--- src/rtl/spi_host_pkg.sv ---
// Shared constants for the SPI master controller: register offsets,
// control bit positions and interrupt bit positions.
package spi_host_pkg;
    localparam int ADDR_W   = 8;
    localparam int DATA_W   = 32;
    localparam int CTRL_W   = 10;
    localparam int IRQ_W    = 8;

    localparam logic [ADDR_W-1:0] A_SRST  = 8'h40;
    localparam logic [ADDR_W-1:0] A_CTRL  = 8'h60;
    localparam logic [ADDR_W-1:0] A_STAT  = 8'h64;
    localparam logic [ADDR_W-1:0] A_TXD   = 8'h68;
    localparam logic [ADDR_W-1:0] A_RXD   = 8'h6C;
    localparam logic [ADDR_W-1:0] A_SSEL  = 8'h70;
    localparam logic [ADDR_W-1:0] A_TXOCC = 8'h74;
    localparam logic [ADDR_W-1:0] A_RXOCC = 8'h78;
    localparam logic [ADDR_W-1:0] A_GIE   = 8'h1C;
    localparam logic [ADDR_W-1:0] A_ISR   = 8'h20;
    localparam logic [ADDR_W-1:0] A_IER   = 8'h28;

    localparam logic [DATA_W-1:0] SRST_KEY = 32'h0000_000A;

    localparam int C_LOOP  = 0;
    localparam int C_EN    = 1;
    localparam int C_MST   = 2;
    localparam int C_CPOL  = 3;
    localparam int C_CPHA  = 4;
    localparam int C_TXCLR = 5;
    localparam int C_RXCLR = 6;
    localparam int C_MANSS = 7;
    localparam int C_INHIB = 8;
    localparam int C_LSB   = 9;

    localparam logic [CTRL_W-1:0] CTRL_KEEP = 10'h39F;
    localparam logic [CTRL_W-1:0] CTRL_RST  = 10'h180;

    localparam int IRQ_TXE = 2;

    typedef logic [7:0] spi_byte_t;
endpackage

--- src/rtl/spi_fifo.sv ---
// Synchronous FIFO for the transmit and receive queues.
// Assumes DEPTH is a power of two. A push while full and a pop while
// empty are dropped. clr empties the queue in one cycle.
module spi_fifo #(
    parameter int W     = 8,
    parameter int DEPTH = 16,
    localparam int PTR_W = $clog2(DEPTH),
    localparam int CNT_W = PTR_W + 1
) (
    input  logic             clk,
    input  logic             rst_n,
    input  logic             clr,
    input  logic             push,
    input  logic [W-1:0]     din,
    input  logic             pop,
    output logic [W-1:0]     dout,
    output logic             full,
    output logic             empty,
    output logic [CNT_W-1:0] count
);
    localparam logic [CNT_W-1:0] FULL_CNT = CNT_W'(DEPTH);

    logic [W-1:0]     mem [DEPTH];
    logic [PTR_W-1:0] wr_ptr, rd_ptr;
    logic [CNT_W-1:0] cnt;
    logic             do_push, do_pop;

    assign full    = (cnt == FULL_CNT);
    assign empty   = (cnt == '0);
    assign do_push = push && !full;
    assign do_pop  = pop && !empty;
    assign dout    = mem[rd_ptr];
    assign count   = cnt;

    // Storage write on an accepted push.
    always_ff @(posedge clk) begin
        if (do_push) mem[wr_ptr] <= din;
    end

    // Pointer and count update, cleared by reset or clr.
    always_ff @(posedge clk) begin
        if (!rst_n || clr) begin
            wr_ptr <= '0;
            rd_ptr <= '0;
            cnt    <= '0;
        end else begin
            if (do_push) wr_ptr <= wr_ptr + 1'b1;
            if (do_pop)  rd_ptr <= rd_ptr + 1'b1;
            case ({do_push, do_pop})
                2'b10:   cnt <= cnt + 1'b1;
                2'b01:   cnt <= cnt - 1'b1;
                default: cnt <= cnt;
            endcase
        end
    end

    // the count never passes the depth
    a_r11_no_overflow: assert property (@(posedge clk) disable iff (!rst_n)
        cnt <= FULL_CNT);

    // a push into a full queue is dropped
    a_r11_full_drop: assert property (@(posedge clk) disable iff (!rst_n)
        (full && push && !pop && !clr) |=> (cnt == $past(cnt)));
endmodule

--- src/rtl/spi_shift_engine.sv ---
// Serial shift engine: moves one byte per start pulse in any CPOL/CPHA
// mode and either bit order. SCLK half period is CLK_DIV system clocks.
// Assumes CLK_DIV >= 2 and that the configuration holds during a byte.
module spi_shift_engine #(
    parameter int CLK_DIV = 4,
    localparam int DIV_W  = (CLK_DIV > 1) ? $clog2(CLK_DIV) : 1
) (
    input  logic                   clk,
    input  logic                   rst_n,
    input  logic                   cfg_cpol,
    input  logic                   cfg_cpha,
    input  logic                   cfg_lsb,
    input  logic                   cfg_loop,
    input  logic                   start,
    input  spi_host_pkg::spi_byte_t tx_byte,
    output logic                   busy,
    output logic                   done,
    output spi_host_pkg::spi_byte_t rx_byte,
    output logic                   sclk,
    output logic                   mosi,
    input  logic                   miso
);
    localparam logic [DIV_W-1:0] DIV_LAST = DIV_W'(CLK_DIV - 1);

    logic [DIV_W-1:0] div_cnt;
    logic [3:0]       edge_cnt;
    logic             phase;
    logic [7:0]       tx_sh, rx_sh, rx_next;
    logic             tick, sample_now, shift_now, in_bit;

    assign tick       = busy && (div_cnt == DIV_LAST);
    assign sample_now = tick && (edge_cnt[0] == cfg_cpha);
    assign shift_now  = tick && (edge_cnt[0] != cfg_cpha)
                        && !(cfg_cpha && edge_cnt == 4'd0);
    assign mosi       = cfg_lsb ? tx_sh[0] : tx_sh[7];
    assign in_bit     = cfg_loop ? mosi : miso;
    assign rx_next    = cfg_lsb ? {in_bit, rx_sh[7:1]} : {rx_sh[6:0], in_bit};
    assign done       = tick && (edge_cnt == 4'd15);
    assign rx_byte    = sample_now ? rx_next : rx_sh;
    assign sclk       = cfg_cpol ^ phase;

    // Sequencing: divider, edge counter and clock phase.
    always_ff @(posedge clk) begin
        if (!rst_n) begin
            busy     <= 1'b0;
            div_cnt  <= '0;
            edge_cnt <= '0;
            phase    <= 1'b0;
        end else if (start && !busy) begin
            busy     <= 1'b1;
            div_cnt  <= '0;
            edge_cnt <= '0;
            phase    <= 1'b0;
        end else if (tick) begin
            div_cnt  <= '0;
            edge_cnt <= edge_cnt + 1'b1;
            phase    <= done ? 1'b0 : !phase;
            if (done) busy <= 1'b0;
        end else if (busy) begin
            div_cnt  <= div_cnt + 1'b1;
        end
    end

    // Data path: load, shift out and capture in.
    always_ff @(posedge clk) begin
        if (!rst_n) begin
            tx_sh <= '0;
            rx_sh <= '0;
        end else begin
            if (start && !busy) begin
                tx_sh <= tx_byte;
                rx_sh <= '0;
            end else begin
                if (shift_now) tx_sh <= cfg_lsb ? {1'b0, tx_sh[7:1]} : {tx_sh[6:0], 1'b0};
                if (sample_now) rx_sh <= rx_next;
            end
        end
    end

    // MOSI holds its value across each sampling edge
    a_r7_mosi_stable_at_sample: assert property (@(posedge clk) disable iff (!rst_n)
        sample_now |-> $stable(mosi));
endmodule

--- src/rtl/spi_host_ctrl.sv ---
// SPI master controller top: register bus decode, reset key, slave
// selects, interrupt registers and the two queues around the engine.
// Assumes single-cycle register accesses; reads are combinational and a
// read of the receive data offset pops the receive queue.
module spi_host_ctrl #(
    parameter int NUM_SS     = 4,
    parameter int FIFO_DEPTH = 16,
    parameter int CLK_DIV    = 4,
    localparam int OCC_W     = $clog2(FIFO_DEPTH),
    localparam int CNT_W     = OCC_W + 1
) (
    input  logic              clk,
    input  logic              rst_n,
    input  logic              bus_wr,
    input  logic              bus_rd,
    input  logic [7:0]        bus_addr,
    input  logic [31:0]       bus_wdata,
    output logic [31:0]       bus_rdata,
    output logic              spi_sclk,
    output logic              spi_mosi,
    input  logic              spi_miso,
    output logic [NUM_SS-1:0] spi_ss_n,
    output logic              irq
);
    import spi_host_pkg::*;

    logic                soft_rst_q, core_rst_n;
    logic [CTRL_W-1:0]   ctrl_q;
    logic [NUM_SS-1:0]   ssel_q;
    logic                gie_q;
    logic [IRQ_W-1:0]    ier_q, isr_q, isr_next;
    logic                txe_flag, txe_prev;
    logic                tx_push, tx_clr, rx_pop, rx_clr;
    logic                tx_full, tx_empty, rx_full, rx_empty;
    logic [CNT_W-1:0]    tx_cnt, rx_cnt;
    spi_byte_t           tx_dout, rx_dout, rx_byte;
    logic                start, busy, done, run_ok;

    assign core_rst_n = rst_n && !soft_rst_q;
    assign tx_push    = bus_wr && (bus_addr == A_TXD);
    assign tx_clr     = bus_wr && (bus_addr == A_CTRL) && bus_wdata[C_TXCLR];
    assign rx_clr     = bus_wr && (bus_addr == A_CTRL) && bus_wdata[C_RXCLR];
    assign rx_pop     = bus_rd && (bus_addr == A_RXD);
    assign run_ok     = ctrl_q[C_EN] && ctrl_q[C_MST] && !ctrl_q[C_INHIB];
    assign start      = run_ok && !tx_empty && !busy;
    assign txe_flag   = tx_empty && !busy;

    // Reset key detection: one-cycle pulse on an exact key write.
    always_ff @(posedge clk) begin
        if (!rst_n) soft_rst_q <= 1'b0;
        else        soft_rst_q <= bus_wr && (bus_addr == A_SRST) && (bus_wdata == SRST_KEY);
    end

    // Writable configuration registers.
    always_ff @(posedge clk) begin
        if (!core_rst_n) begin
            ctrl_q <= CTRL_RST;
            ssel_q <= '1;
            gie_q  <= 1'b0;
            ier_q  <= '0;
        end else if (bus_wr) begin
            case (bus_addr)
                A_CTRL:  ctrl_q <= bus_wdata[CTRL_W-1:0] & CTRL_KEEP;
                A_SSEL:  ssel_q <= bus_wdata[NUM_SS-1:0];
                A_GIE:   gie_q  <= bus_wdata[31];
                A_IER:   ier_q  <= bus_wdata[IRQ_W-1:0];
                default: ;
            endcase
        end
    end

    // Interrupt status next value: write-one-to-clear, event set wins.
    always_comb begin
        isr_next = isr_q;
        if (bus_wr && bus_addr == A_ISR) isr_next = isr_q & ~bus_wdata[IRQ_W-1:0];
        if (txe_flag && !txe_prev)       isr_next[IRQ_TXE] = 1'b1;
    end

    // Interrupt status and edge history registers.
    always_ff @(posedge clk) begin
        if (!core_rst_n) begin
            isr_q    <= '0;
            txe_prev <= 1'b1;
        end else begin
            isr_q    <= isr_next;
            txe_prev <= txe_flag;
        end
    end

    assign irq = gie_q && |(isr_q & ier_q);

    // Chip-select drive: manual follows register, automatic only in flight.
    always_comb begin
        if (ctrl_q[C_MANSS] || busy) spi_ss_n = ssel_q;
        else                         spi_ss_n = '1;
    end

    // Register read multiplexer.
    always_comb begin
        bus_rdata = '0;
        case (bus_addr)
            A_CTRL:  bus_rdata[CTRL_W-1:0] = ctrl_q;
            A_STAT:  bus_rdata[3:0] = {tx_full, txe_flag, rx_full, rx_empty};
            A_RXD:   bus_rdata[7:0] = rx_empty ? 8'h00 : rx_dout;
            A_SSEL:  bus_rdata[NUM_SS-1:0] = ssel_q;
            A_TXOCC: bus_rdata[OCC_W-1:0] = OCC_W'(tx_cnt - 1'b1);
            A_RXOCC: bus_rdata[OCC_W-1:0] = OCC_W'(rx_cnt - 1'b1);
            A_GIE:   bus_rdata[31] = gie_q;
            A_ISR:   bus_rdata[IRQ_W-1:0] = isr_q;
            A_IER:   bus_rdata[IRQ_W-1:0] = ier_q;
            default: bus_rdata = '0;
        endcase
    end

    spi_fifo #(.W(8), .DEPTH(FIFO_DEPTH)) u_tx_fifo (
        .clk(clk), .rst_n(core_rst_n), .clr(tx_clr),
        .push(tx_push), .din(bus_wdata[7:0]), .pop(start),
        .dout(tx_dout), .full(tx_full), .empty(tx_empty), .count(tx_cnt)
    );

    spi_fifo #(.W(8), .DEPTH(FIFO_DEPTH)) u_rx_fifo (
        .clk(clk), .rst_n(core_rst_n), .clr(rx_clr),
        .push(done), .din(rx_byte), .pop(rx_pop),
        .dout(rx_dout), .full(rx_full), .empty(rx_empty), .count(rx_cnt)
    );

    spi_shift_engine #(.CLK_DIV(CLK_DIV)) u_engine (
        .clk(clk), .rst_n(core_rst_n),
        .cfg_cpol(ctrl_q[C_CPOL]), .cfg_cpha(ctrl_q[C_CPHA]),
        .cfg_lsb(ctrl_q[C_LSB]), .cfg_loop(ctrl_q[C_LOOP]),
        .start(start), .tx_byte(tx_dout), .busy(busy), .done(done),
        .rx_byte(rx_byte), .sclk(spi_sclk), .mosi(spi_mosi), .miso(spi_miso)
    );

    // the key pulse restores the configuration registers
    a_r2_key_restores: assert property (@(posedge clk) disable iff (!rst_n)
        soft_rst_q |=> (ctrl_q == CTRL_RST && ssel_q == '1 && !gie_q));

    // an idle engine stays idle while inhibit is set
    a_r9_inhibit_holds: assert property (@(posedge clk) disable iff (!core_rst_n)
        (ctrl_q[C_INHIB] && !busy) |=> !busy);

    // a transmit clear write leaves the transmit queue empty
    a_r4_tx_clear_empties: assert property (@(posedge clk) disable iff (!core_rst_n)
        tx_clr |=> tx_empty);

    // a rising transmit-empty sets its interrupt status bit
    a_r13_txe_event_sets: assert property (@(posedge clk) disable iff (!core_rst_n)
        (txe_flag && !txe_prev) |=> isr_q[IRQ_TXE]);
endmodule

--- config.mk ---
export PLATFORM = sky130hd
export DESIGN_NAME = spi_host_ctrl
export DESIGN_NICKNAME = d
export VERILOG_FILES = /design/src/rtl/spi_host_pkg.sv /design/src/rtl/spi_fifo.sv /design/src/rtl/spi_shift_engine.sv /design/src/rtl/spi_host_ctrl.sv
export SDC_FILE = /design/constraint.sdc
export NUM_CORES = 1
export LEC_CHECK = 0
export BUFFER_PORTS_ARGS = -buffer_cell sky130_fd_sc_hd__buf_2
export CORE_MARGIN = 5
export CORE_UTILIZATION = 65
export DETAILED_ROUTE_END_ITERATION = 10
export GPL_TIMING_DRIVEN = 0
export PLACE_DENSITY = 0.84
export SYNTH_ARGS = -nofsm -noshare
export SYNTH_HDL_FRONTEND = slang
export SYNTH_SLANG_ARGS = --single-unit
--- constraint.sdc ---
create_clock -name clk -period 4.1 [get_ports clk]
set_clock_uncertainty 0.05 [all_clocks]
set_input_delay 0.205 -clock clk [delete_from_list [all_inputs] [get_ports clk]]
set_output_delay 0.205 -clock clk [all_outputs]
set_load 0.005 [all_outputs]
==> results.md <==
- Worst R2R Start: u_tx_fifo.count[0]
- Crit path time final: between 3 and 4 ns
- Post-synth EDFFs: around 260
- Drc violations: 0
- Antenna-violating nets left: 0
- TritonCTS clock tree: yes
- Footprint of the multi-input gates: about 4800 sq um
- Num CTS Buffers: 34
- Fin Setup TNS: 0 ns
- Final nets: 1184
- Final Hold Fails: 0
- Starting Density: approximately two thirds
- Routed wire length: around 34000 um
- Final Util: 75.6%
- Insertion delay to the later sink of the worst-skew pair: 0.52 ns
- Core Rows: 54
- Crit path largest cell delay: 0.58 ns
- Post-CTS Resized: 0
- Max VDD drop: 0.330 mV
- First-pass GRT wire length: 53400 um
- Placed cells: 1355
- Ys async rst share: 0%
- GRT Overall Usage: between 20 and 30%
- Leakage: a little under 6 nW
- Port buffer count: 62
- Max Cap Violations: 1
- Seq/Total Area, Yosys: 64.9%
- Vias in the first global route: 9307
- Cell with the most instances after synthesis: edfxtp_1
- Peak Freq: between 200 and 300 MHz
- Netlist cell types: a little under 60
- Reg area: approximately 9500 sq um
- Die H: around 160 um
- Layout overhead on the synthesized area: 13.7%
- Clock-pin slew on the worst setup and hold paths: 0.06 ns
- RSZ-0062 raised after global routing: false
- Final RePlAce weighted congestion: 0.920
- Setup ws final: 0.592 ns
- Setup WS pre-CTS: between 0.7 and 0.8 ns
- Layout filler cell count: about 1300
- Core area: 22000 sq um
- Max clock buf depth: 3
- Primary FF master, synth: edfxtp_1
- CP arrival: ~3.3 ns
- Critical Path RT: 3.85 ns
- Ys Warns: 0
- Iteration-0 DRC Markers: 907
- Share of layout cells above drive strength 1: between 20 and 25%
- Final HPWL DP: 22300 um
- Vias per cell: 6.37
- Antenna Cells: 0
- Worst hold path class: in2reg
- Yosys top cell area share: between 50% and 60%
- CTS HTree Levels: 2
- Critical Path End Type: output port
- I/O pin cnt: 84
- Slew HR: -0.973%
- Commonest cells in the netlist: 256 x edfxtp_1, 94 x nor2_1, 89 x dfxtp_1
- Violated checks: max-capacitance violations, max-slew violations
- Crit Path Category: reg2out
- Initial antenna violation count: 0
- Fin cells: 1424
- Vias: 9075
- Setup violators final: 0
- Slew @ Worst Pin: 1.50 ns
- Hold wc startpoint: bus_rd
- TritonCTS Sinks: 345
- Post-synthesis area per instance: 14.7 sq um
- Synthesized area: 14600 sq um
- Number of synthesized register bits: 345
- Status: finished with violations
- Root Driver: clkbuf_16
- Most common cell on crit path: clkbuf_1
- Critical path's slowest cell: clkbuf_1
- Worst path cell trace: clkbuf_1, clkbuf_1, mux4_2, mux2_2, a21oi_1, o211ai_1, buf_2
- Largest net degree at the start of global routing: 22
- Pwr per Cell Area: 421 nW/um^2
- Final slew viol count: 9
- Post-synth top area cell: edfxtp_1
- TritonRoute pass-1 iters: 6
- Worst hold margin: 0.0377 ns
- Critical Path Start Type: flip-flop
- Die ar.: 25600 sq um
- WL/cell: around 24 um
- Die X: 160 um
- Critical Path Fanout Max: 10
- Gate Count Post-Synth: 992
- GR Overflow Total: 0
- Largest cells by area after synthesis: edfxtp_1 53%, dfxtp_1 12%, mux4_2 10%
- Fin crit share: 85.6%
routing by layer:
metal	vias to the layer above	track usage, %	part of all wire [%]
li1	4002	-	-
met3	87	5.46	9.0
met1	4476	35.4	37
met4	0	8.21	2.9
met2	510	46.6	51
met5	-	0	0
area by class of cell:
| cell class | count | share of cell area [%] |
|---|---|---|
| well taps | 280 | 2.11 |
| multi-input cells | 576 | 28.7 |
| plain buffers | 69 | 2.32 |
| flip-flops and latches | 345 | 57.1 |
| repair buffers | 70 | 2.32 |
| inverters | 22 | 0.498 |
| clock inverters | 13 | 1.00 |
| clock buffers | 49 | 5.96 |
kinds of logic (layout without fill, tap and decap cells):
| group | count (synthesis) | in the layout | share of synthesized area (%) |
|---|---|---|---|
| flops | 345 | 345 | 64.9 |
| other cells | 1 | 21 | 0.0257 |
| fa+ha+maj | 21 | 21 | 1.80 |
| xor+xnor | 28 | 28 | 1.68 |
| compound gates | 110 | 110 | 4.94 |
| mux | 118 | 118 | 14.0 |
| simple gates | 278 | 278 | 9.48 |
| buf+inv | 91 | 223 | 3.20 |
through the flow:
step | instance area [sq um] | total power [mW]
after CTS | 16600 | 7.03
final | 16600 | 6.99
after global routing | 16600 | 7.21
after floorplan | 14700 | 3.85
after detailed placement | 15300 | 3.91
after global placement | 15300 | 3.91
cell usage in the layout (no fill, tap or decap), drive strengths merged, types with 8 or more instances in the layout:
master	n
edfxtp	256
buf	113
nor2	94
dfxtp	89
clkbuf	69
mux4	68
nand2	58
a21oi	44
mux2i	38
inv	25
nand3	23
ha	21
conb	21
nor2b	20
nor3	17
xor2	16
a211oi	13
mux2	12
xnor2	12
o21ai	12
a22oi	10
and3	9
nor4	8
nand4	8
timing repair:
item / 4_1_cts / 5_1_grt
hold endpoints to repair: 4 / 0
hold buffers: 6 / 0
buffers inserted: 0 / 0
worst max-delay path: cells and delay by family (launching register included):
kind | cells | cell delay, ns
flip-flops | 1 | 0.31
multiplexers | 2 | 0.72
buffers and inverters | 3 | 1.25
AO/OA/AOI/OAI | 2 | 0.46
flip-flops by register name, summed over array words and instances (netlist names), 5 cells and up, named ones only:
register and cells:
isr_q 8, u_rx_fifo.mem 128, u_engine.rx_sh 8, ier_q 8, u_tx_fifo.count 5, u_engine.tx_sh 8, u_rx_fifo.count 5, ctrl_q 8
u_tx_fifo.mem 128
power by group:
group	total (mW)	switching [mW]	internal (mW)
Combinational	0.125	0.0815	0.0434
Clock	3.15	1.31	1.84
Sequential	3.72	0.000396	3.72
path summary, 6_finish.rpt:
check | to | slack (ns) | cells past startpoint
max | bus_rdata[0] | 0.59 | 7
min | flip-flop | 0.04 | 4
max reg2reg | u_tx_fifo.mem[2][6] | 0.70 | 6
min reg2reg | isr_q[7] | 0.41 | 2
Power figures use the tool's default switching activity.
